$ cat config.mk
export PLATFORM = sky130hd
export DESIGN_NAME = spi_shift_slave
export DESIGN_NICKNAME = d
export VERILOG_FILES = /design/src/rtl/spi_shift_slave_pkg.sv /design/src/rtl/spi_shift_slave_sync.sv /design/src/rtl/spi_shift_slave_ctrl.sv /design/src/rtl/spi_shift_slave_dpath.sv /design/src/rtl/spi_shift_slave.sv
export SDC_FILE = /design/constraint.sdc
export NUM_CORES = 1
export LEC_CHECK = 0
export BUFFER_PORTS_ARGS = -buffer_cell sky130_fd_sc_hd__buf_2
export CAP_MARGIN = 5
export CELL_PAD_IN_SITES_DETAIL_PLACEMENT = 2
export CELL_PAD_IN_SITES_GLOBAL_PLACEMENT = 2
export CORE_MARGIN = 10
export CORE_UTILIZATION = 40
export CTS_CLUSTER_SIZE = 12
export DETAILED_ROUTE_END_ITERATION = 8
export PLACE_DENSITY = 0.82
export REMOVE_ABC_BUFFERS = 1
export SLEW_MARGIN = 20
export SYNTH_ARGS = -nofsm -noshare
export SYNTH_HDL_FRONTEND = slang
export SYNTH_HIERARCHICAL = 1
export SYNTH_SLANG_ARGS = --single-unit
$ cat constraint.sdc
create_clock -name clk -period 6 [get_ports clk]
set_clock_uncertainty 0.15 [all_clocks]
set_input_delay 0.9 -clock clk [delete_from_list [all_inputs] [get_ports clk]]
set_output_delay 0.9 -clock clk [all_outputs]
set_load 0.01 [all_outputs]
$ cat src/rtl/spi_shift_slave_pkg.sv
package spi_shift_slave_pkg;

  // Strobes from control to datapath, valid for one system cycle.
  typedef struct packed {
    logic load;      // copy txByte into the transmit shifter
    logic shiftTx;   // advance the transmit shifter by one bit
    logic sampleRx;  // shift the synchronised data bit into the receive shifter
    logic commit;    // byte complete: publish the received byte
  } spiStrobe_t;

  typedef enum logic [1:0] {
    ST_IDLE   = 2'd0,
    ST_ACTIVE = 2'd1,
    ST_HOLD   = 2'd2
  } frameState_t;

endpackage

$ cat src/rtl/spi_shift_slave_sync.sv
module spi_shift_slave_sync #(
  parameter int WIDTH = 3,
  parameter int STAGES = 2,
  parameter logic [WIDTH-1:0] RESET_VAL = '0
) (
  input  logic             clk,
  input  logic             rstN,
  input  logic [WIDTH-1:0] din,
  output logic [WIDTH-1:0] dout
);

  logic [WIDTH-1:0] chain [STAGES];

  for (genvar s = 0; s < STAGES; s++) begin : g_stage
    if (s == 0) begin : g_first
      always_ff @(posedge clk or negedge rstN) begin
        if (!rstN) chain[s] <= RESET_VAL;
        else       chain[s] <= din;
      end
    end else begin : g_rest
      always_ff @(posedge clk or negedge rstN) begin
        if (!rstN) chain[s] <= RESET_VAL;
        else       chain[s] <= chain[s-1];
      end
    end
  end

  assign dout = chain[STAGES-1];

endmodule

$ cat src/rtl/spi_shift_slave_ctrl.sv
module spi_shift_slave_ctrl
  import spi_shift_slave_pkg::*;
#(
  parameter int DATA_W = 8,
  parameter int SYNC_STAGES = 2
) (
  input  logic       clk,
  input  logic       rstN,
  input  logic       sclkIn,
  input  logic       mosiIn,
  input  logic       selN,
  input  logic       cfgPol,
  input  logic       cfgPha,
  output spiStrobe_t strobe,
  output logic       mosiBit,
  output logic       driveEn
);

  localparam int CNT_W = (DATA_W > 2) ? $clog2(DATA_W) : 1;
  localparam logic [CNT_W-1:0] LAST_BIT = CNT_W'(DATA_W - 1);

  logic selS, sclkS, mosiS;
  logic prevSclk, prevSel;
  frameState_t state, stateNxt;
  logic [CNT_W-1:0] bitCnt, bitCntNxt;

  spi_shift_slave_sync #(
    .WIDTH(3),
    .STAGES(SYNC_STAGES),
    .RESET_VAL(3'b100)
  ) sync_i (
    .clk (clk),
    .rstN(rstN),
    .din ({selN, sclkIn, mosiIn}),
    .dout({selS, sclkS, mosiS})
  );

  always_ff @(posedge clk or negedge rstN) begin
    if (!rstN) begin
      prevSclk <= 1'b0;
      prevSel  <= 1'b1;
      state    <= ST_IDLE;
      bitCnt   <= '0;
    end else begin
      prevSclk <= sclkS;
      prevSel  <= selS;
      state    <= stateNxt;
      bitCnt   <= bitCntNxt;
    end
  end

  logic toggled, leadEdge, trailEdge, sampleEdge, shiftEdge, selFall, lastBit;

  always_comb begin
    toggled    = sclkS ^ prevSclk;
    leadEdge   = toggled & (sclkS != cfgPol);   // leaves idle level: odd edge
    trailEdge  = toggled & (sclkS == cfgPol);   // returns to idle: even edge
    sampleEdge = cfgPha ? trailEdge : leadEdge;
    shiftEdge  = cfgPha ? leadEdge : trailEdge;
    selFall    = prevSel & ~selS;
    lastBit    = (bitCnt == LAST_BIT);
  end

  always_comb begin
    strobe    = '0;
    stateNxt  = state;
    bitCntNxt = bitCnt;
    if (selS) begin
      stateNxt  = ST_IDLE;
      bitCntNxt = '0;
    end else if (selFall) begin
      strobe.load = 1'b1;
      stateNxt    = ST_ACTIVE;
      bitCntNxt   = '0;
    end else if (state == ST_ACTIVE) begin
      if (sampleEdge) begin
        strobe.sampleRx = 1'b1;
        if (lastBit) begin
          strobe.commit = 1'b1;
          bitCntNxt     = '0;
          if (!cfgPha) stateNxt = ST_HOLD;
        end else begin
          bitCntNxt = bitCnt + 1'b1;
        end
      end
      if (shiftEdge) begin
        if (cfgPha && bitCnt == '0) strobe.load    = 1'b1;
        else                        strobe.shiftTx = 1'b1;
      end
    end
  end

  assign mosiBit = mosiS;
  assign driveEn = ~selS;

endmodule

$ cat src/rtl/spi_shift_slave_dpath.sv
module spi_shift_slave_dpath
  import spi_shift_slave_pkg::*;
#(
  parameter int DATA_W = 8
) (
  input  logic              clk,
  input  logic              rstN,
  input  spiStrobe_t        strobe,
  input  logic              mosiBit,
  input  logic [DATA_W-1:0] txByte,
  output logic              misoOut,
  output logic [DATA_W-1:0] rxByte,
  output logic              rxDone
);

  logic [DATA_W-1:0] txShift, rxShift, rxNext;

  assign rxNext = {rxShift[DATA_W-2:0], mosiBit};

  always_ff @(posedge clk or negedge rstN) begin
    if (!rstN) begin
      txShift <= '0;
    end else if (strobe.load || strobe.commit) begin
      txShift <= txByte;
    end else if (strobe.shiftTx) begin
      txShift <= {txShift[DATA_W-2:0], 1'b0};
    end
  end

  always_ff @(posedge clk or negedge rstN) begin
    if (!rstN) begin
      rxShift <= '0;
      rxByte  <= '0;
      rxDone  <= 1'b0;
    end else begin
      rxDone <= strobe.commit;
      if (strobe.sampleRx) rxShift <= rxNext;
      if (strobe.commit)   rxByte  <= rxNext;
    end
  end

  assign misoOut = txShift[DATA_W-1];

endmodule

$ cat src/rtl/spi_shift_slave.sv
module spi_shift_slave
  import spi_shift_slave_pkg::*;
#(
  parameter int DATA_W = 8,
  parameter int SYNC_STAGES = 2
) (
  input  logic              clk,
  input  logic              rstN,
  input  logic              sclkIn,
  input  logic              mosiIn,
  input  logic              selN,
  input  logic              cfgPol,
  input  logic              cfgPha,
  input  logic [DATA_W-1:0] txByte,
  output logic              misoOut,
  output logic              misoOe,
  output logic [DATA_W-1:0] rxByte,
  output logic              rxDone
);

  spiStrobe_t strobe;
  logic mosiBit;

  spi_shift_slave_ctrl #(
    .DATA_W(DATA_W),
    .SYNC_STAGES(SYNC_STAGES)
  ) ctrl_i (
    .clk    (clk),
    .rstN   (rstN),
    .sclkIn (sclkIn),
    .mosiIn (mosiIn),
    .selN   (selN),
    .cfgPol (cfgPol),
    .cfgPha (cfgPha),
    .strobe (strobe),
    .mosiBit(mosiBit),
    .driveEn(misoOe)
  );

  spi_shift_slave_dpath #(
    .DATA_W(DATA_W)
  ) dpath_i (
    .clk    (clk),
    .rstN   (rstN),
    .strobe (strobe),
    .mosiBit(mosiBit),
    .txByte (txByte),
    .misoOut(misoOut),
    .rxByte (rxByte),
    .rxDone (rxDone)
  );

endmodule

## Yosys cells after proc, flatten, opt, wreduce, memory -nomap -nowiden

Index checks and enable logic that the tools add are counted.

| cells by class | value |
|---|---|
| mux-type cells | 24 |
| equal/unequal tests | 5 |
| add/sub/neg operators | 1 |
| reductions and logical operators | 9 |
| bitwise logic cells | 5 |

Operators by type and width:

| cell | number |
|---|---|
| $mux W3 | 6 |
| $mux W2 | 8 |
| $mux W8 | 2 |
| $reduce_bool A3 Y1 | 3 |
| $mux W4 | 2 |
| $mux W1 | 6 |
| $reduce_and A4 Y1 | 1 |
| $add A3 B1 Y3 const B | 1 |
| $and A1 B1 Y1 | 3 |
| $eq A3 B3 Y1 const B | 1 |
| $logic_not A3 Y1 | 1 |
| $ne A3 B1 Y1 const B | 1 |
| $eq A2 B1 Y1 const B | 1 |
| $reduce_and A2 Y1 | 1 |
| $reduce_bool A2 Y1 | 1 |
| $eq A1 B1 Y1 | 1 |
| $logic_and A1 B1 Y1 | 1 |
| $logic_or A1 B1 Y1 | 1 |
| $ne A1 B1 Y1 | 1 |
| $not A1 Y1 | 1 |
| $xor A1 B1 Y1 | 1 |

| word-level totals | value |
|---|---|
| logic and storage cells | 54 |
| output and inout port bits | 11 |
| register bits | 37 |
| input port bits | 15 |

## Depth between registers and ports, before layout

| logic depth | value |
|---|---|
| depth after elaboration | 9 |
| gate-level depth with buffers | 8 |
| gate-level depth less buffers | 7 |

## Cells and area by module

Netlist, hierarchy kept.

By module, submodules not included:

| module | area each (µm²) | seq. area each (µm²) | cells each | instances |
|---|---|---|---|---|
| spi_shift_slave_dpath | 969.7 | 600.6 | 69 | 1 |
| spi_shift_slave_ctrl | 461.7 | 176.4 | 44 | 1 |
| spi_shift_slave_sync | 175.2 | 152.6 | 9 | 1 |

## Worst setup path after synthesis

Ideal clock, no wire load.

| timing | value |
|---|---|
| kind | input -> register |
| from | input cfgPha |
| to | register dpath_i.txShift[1] |
| data required time | 5774 ps |
| arrival time | 2226 ps |
| slack | 3548 ps |
| library setup time | 76 ps |
| stages on the path | 7 |
| buffers on the path | 2 |
| cell sequence | xor2_2 > mux2_4 > and3_1 > buf_6 > or2_1 > buf_6 > o21ai_1 |

RTL lines:

| item | RTL line | RTL |
|---|---|---|
| from (decl) | spi_shift_slave.sv:13 | `input logic cfgPha,` |
| to (signal assigned) | spi_shift_slave_dpath.sv:24 | `txShift <= txByte;` |
| to (signal assigned) | spi_shift_slave_dpath.sv:26 | `txShift <= {txShift[DATA_W-2:0], 1'b0};` |
| to (decl) | spi_shift_slave_dpath.sv:16 | `logic [DATA_W-1:0] txShift, rxShift, rxNext;` |

==> run summary <==
status -> completed
post-synthesis sequential area ratio -> 57.87%
Total Wirelength -> 3609 um
Hold Crit Depth -> 0
pin count of the biggest net entering global routing -> 38
post-layout total power -> 504.2 uW
post-CTS sizing -> 0
diodes inserted -> 0
Avg Inst Size Synth -> 13.17 um2
DRC Markers -> 0
Mapped Cells -> 122
total number of vias -> 1023
Worst Hold Class -> flop to flop
pwr/cell area -> 276.8 nW/um2
Die ar. -> 6951 um2
worst r2r path cells -> 4
Setup Slack @ Placement -> 3.102 ns
vias in the first global route -> 1202
Pins Over Slew Limit -> 0
Area Overhead vs Synth -> 13.40%
final RePlAce weighted congestion -> 0.7635
layout cells sized above 1 -> 38.10%
post-CTS setup buffer count -> 0
nets -> 164
Clk pin slew, worst setup/hold paths -> 0.07 ns
number of antenna violations at the first check in global routing -> 0
Final min period -> 2.591 ns
critical path type -> input port to flop
CTS root buffer -> clkbuf_8
slack of the worst reg-to-reg path -> 3.65 ns
Row Count -> 22
core area -> 3771 um2
post-synthesis register bit count -> 37
Crit. End Element -> flop
io pins -> 26
Critical R2R Capture -> dpath_i/txShift[1]$_DFFE_PN0P_
CP endpoint -> dpath_i/txShift[1]$_DFFE_PN0P_
setup TNS -> 0 ns
port bufs -> 25
Placed Instances -> 187
GRT Residual Overflow -> 0
Leak -> 0.8596 nW
synthesized area -> 1607 um2
1st-iter DRT viols -> 18
Die X-Extent -> 83.38 um
first-pass GRT wire length -> 5989 um
Reg2Reg Launch Point -> ctrl_i/sync_i/dout[2]$_DFF_PN1_
All-Layer GR Usage -> 10.47%
final number of setup-violating endpoints -> 0
Initial Utilization -> 42.60%
1st-pass router iterations -> 3
Die H -> 83.38 um
cell area after layout -> 1822 um2
max_cap viols -> 0
Rel. slew slack -> 44.31%
worst-path fanout max -> 18
CTS tree -> built
Max Buffers Root-to-Sink -> 2
Fin. Hold Viols -> 0
actual slew at the worst max-slew pin -> 0.8322 ns
Critical Path AT -> 2.65 ns
CTS Hold Buffers Added -> 0
RSZ-0062 raised after global routing -> no
slack of the critical path -> 3.409 ns
H-tree levels -> 2
VDD IR max -> 0.1402 mV
Placed Area -> 1732 um2
Vias/cell -> 5.246
Final Cycle Share -> 43.18%
CTS sink count -> 37
most frequent cells in the layout -> dfrtp_1, buf_2, mux2_2, mux2i_1, o21ai_1
drt wl/cell -> 18.51 um
Clk Latency, worst-skew pair -> 0.29 ns
CTS Buf Count -> 5
post-route insts no fill -> 195
dpl hpwl -> 2688 um
CP startpoint -> cfgPha
Worst setup SP type -> input port
most common cell after layout, fill and taps aside -> dfrtp_1
Max Fclk -> 386.0 MHz
yosys warns -> 6
remaining antenna violation count -> 0
post-synth cell types -> 29
Crit path required time -> 6.06 ns
==> cell families (layout without fill, tap and decap cells) <==
group	Yosys count	in the layout	synth area share, %
and+or+nand+nor	21	21	8.023
AOI/OAI and AO/OA	21	21	7.788
DFF	37	37	57.87
muxes	27	27	18.30
adders and majority gates	3	3	2.337
buffers and inverters	12	37	4.672
xor gates and xnor gates	1	1	1.013
==> critical path, stage by stage <==
cell and delay [ns]:
buf_2 0.14, xor2_2 0.22, mux2_4 0.36, and3_1 0.42, or2_1 0.43, o21ai_1 0.18
==> worst min path at each step <==
| stage | start | end | slack, ns |
|---|---|---|---|
| after floorplan | ctrl_i/sync_i/chain[3]$_DFF_PN0_ | ctrl_i/sync_i/dout[0]$_DFF_PN0_ | 0.18 |
| after global placement | ctrl_i/sync_i/chain[4]$_DFF_PN0_ | ctrl_i/sync_i/dout[1]$_DFF_PN0_ | 0.18 |
| after detailed placement | ctrl_i/sync_i/chain[4]$_DFF_PN0_ | ctrl_i/sync_i/dout[1]$_DFF_PN0_ | 0.19 |
| after CTS | ctrl_i/sync_i/chain[3]$_DFF_PN0_ | ctrl_i/sync_i/dout[0]$_DFF_PN0_ | 0.20 |
| after global routing | ctrl_i/sync_i/chain[3]$_DFF_PN0_ | ctrl_i/sync_i/dout[0]$_DFF_PN0_ | 0.21 |
| final | ctrl_i/sync_i/chain[3]$_DFF_PN0_ | ctrl_i/sync_i/dout[0]$_DFF_PN0_ | 0.20 |
==> per-layer routing <==
layer	share of wire, %	vias up	global-route usage (%)
li1	-	467	-
met1	44	530	11.74
met2	51	22	17.67
met5	0	-	0
met3	4.6	4	4.492
met4	1.1	0	2.769
==> report_power, final <==
part | leakage [nW] | total, mW | switching (mW) | internal, mW
Clock | 0.0455 | 0.178 | 0.0847 | 0.0937
Combinational | 0.337 | 0.0439 | 0.0234 | 0.0205
Sequential | 0.477 | 0.282 | 0.0131 | 0.269
Total | 0.860 | 0.504 | 0.121 | 0.383
==> flip-flops by register name (all words and copies together) (netlist names) <==
signal / count
dpath_i/rxByte: 8
dpath_i/txShift: 8
dpath_i/rxShift: 7
ctrl_i/bitCnt: 3
ctrl_i/sync_i/chain: 3
ctrl_i/sync_i/dout: 3
ctrl_i/state: 2
ctrl_i/prevSclk: 1
ctrl_i/prevSel: 1
dpath_i/rxDone: 1
==> Yosys cell counts <==
| master | instances | area share, % |
|---|---|---|
| clkbuf_2 | 1 | 0.31 |
| mux2_4 | 1 | 0.93 |
| buf_2 | 2 | 0.62 |
| buf_6 | 2 | 1.4 |
| a21oi_1 | 1 | 0.31 |
| or3b_4 | 1 | 0.70 |
| nand2_1 | 7 | 1.6 |
| xor2_2 | 1 | 1.0 |
| and3_1 | 1 | 0.39 |
| and4bb_1 | 1 | 0.78 |
| or2_1 | 1 | 0.39 |
| dfrtp_1 | 34 | 53 |
| o21a_1 | 1 | 0.47 |
| mux2_2 | 15 | 11 |
| o21ai_1 | 9 | 2.8 |
| buf_4 | 3 | 1.4 |
| o31ai_2 | 1 | 0.78 |
| nor2_1 | 2 | 0.47 |
| a2111oi_2 | 1 | 0.93 |
| and2_2 | 1 | 0.47 |
| ha_1 | 3 | 2.3 |
| dfstp_2 | 3 | 4.9 |
| mux2i_1 | 11 | 6.9 |
| nand3_1 | 2 | 0.62 |
| nand2b_1 | 1 | 0.39 |
| and4bb_2 | 1 | 0.78 |
| o21ai_0 | 8 | 2.5 |
| nand3b_1 | 3 | 1.4 |
| inv_1 | 4 | 0.93 |
==> stage by stage <==
step / utilization (%) / hold slack (ns)
2_1_floorplan: - / 0.1812
3_3_place_gp: 45.92 / 0.1839
3_5_place_dp: 45.92 / 0.1910
4_1_cts: 48.31 / 0.2033
5_1_grt: 48.31 / 0.2090
6_report: 48.31 / 0.1984
==> area by class of cell <==
class	count	area (um2)
Sequential cell	37	929.6
Multi-Input combinational cell	73	601.8
Inverter	4	15.01
Tap cell	48	60.06
Timing Repair Buffer	25	125.1
Clock buffer	8	90.09
Fill cell	376	1949
No activity file was read; power rests on OpenSTA's default activity.
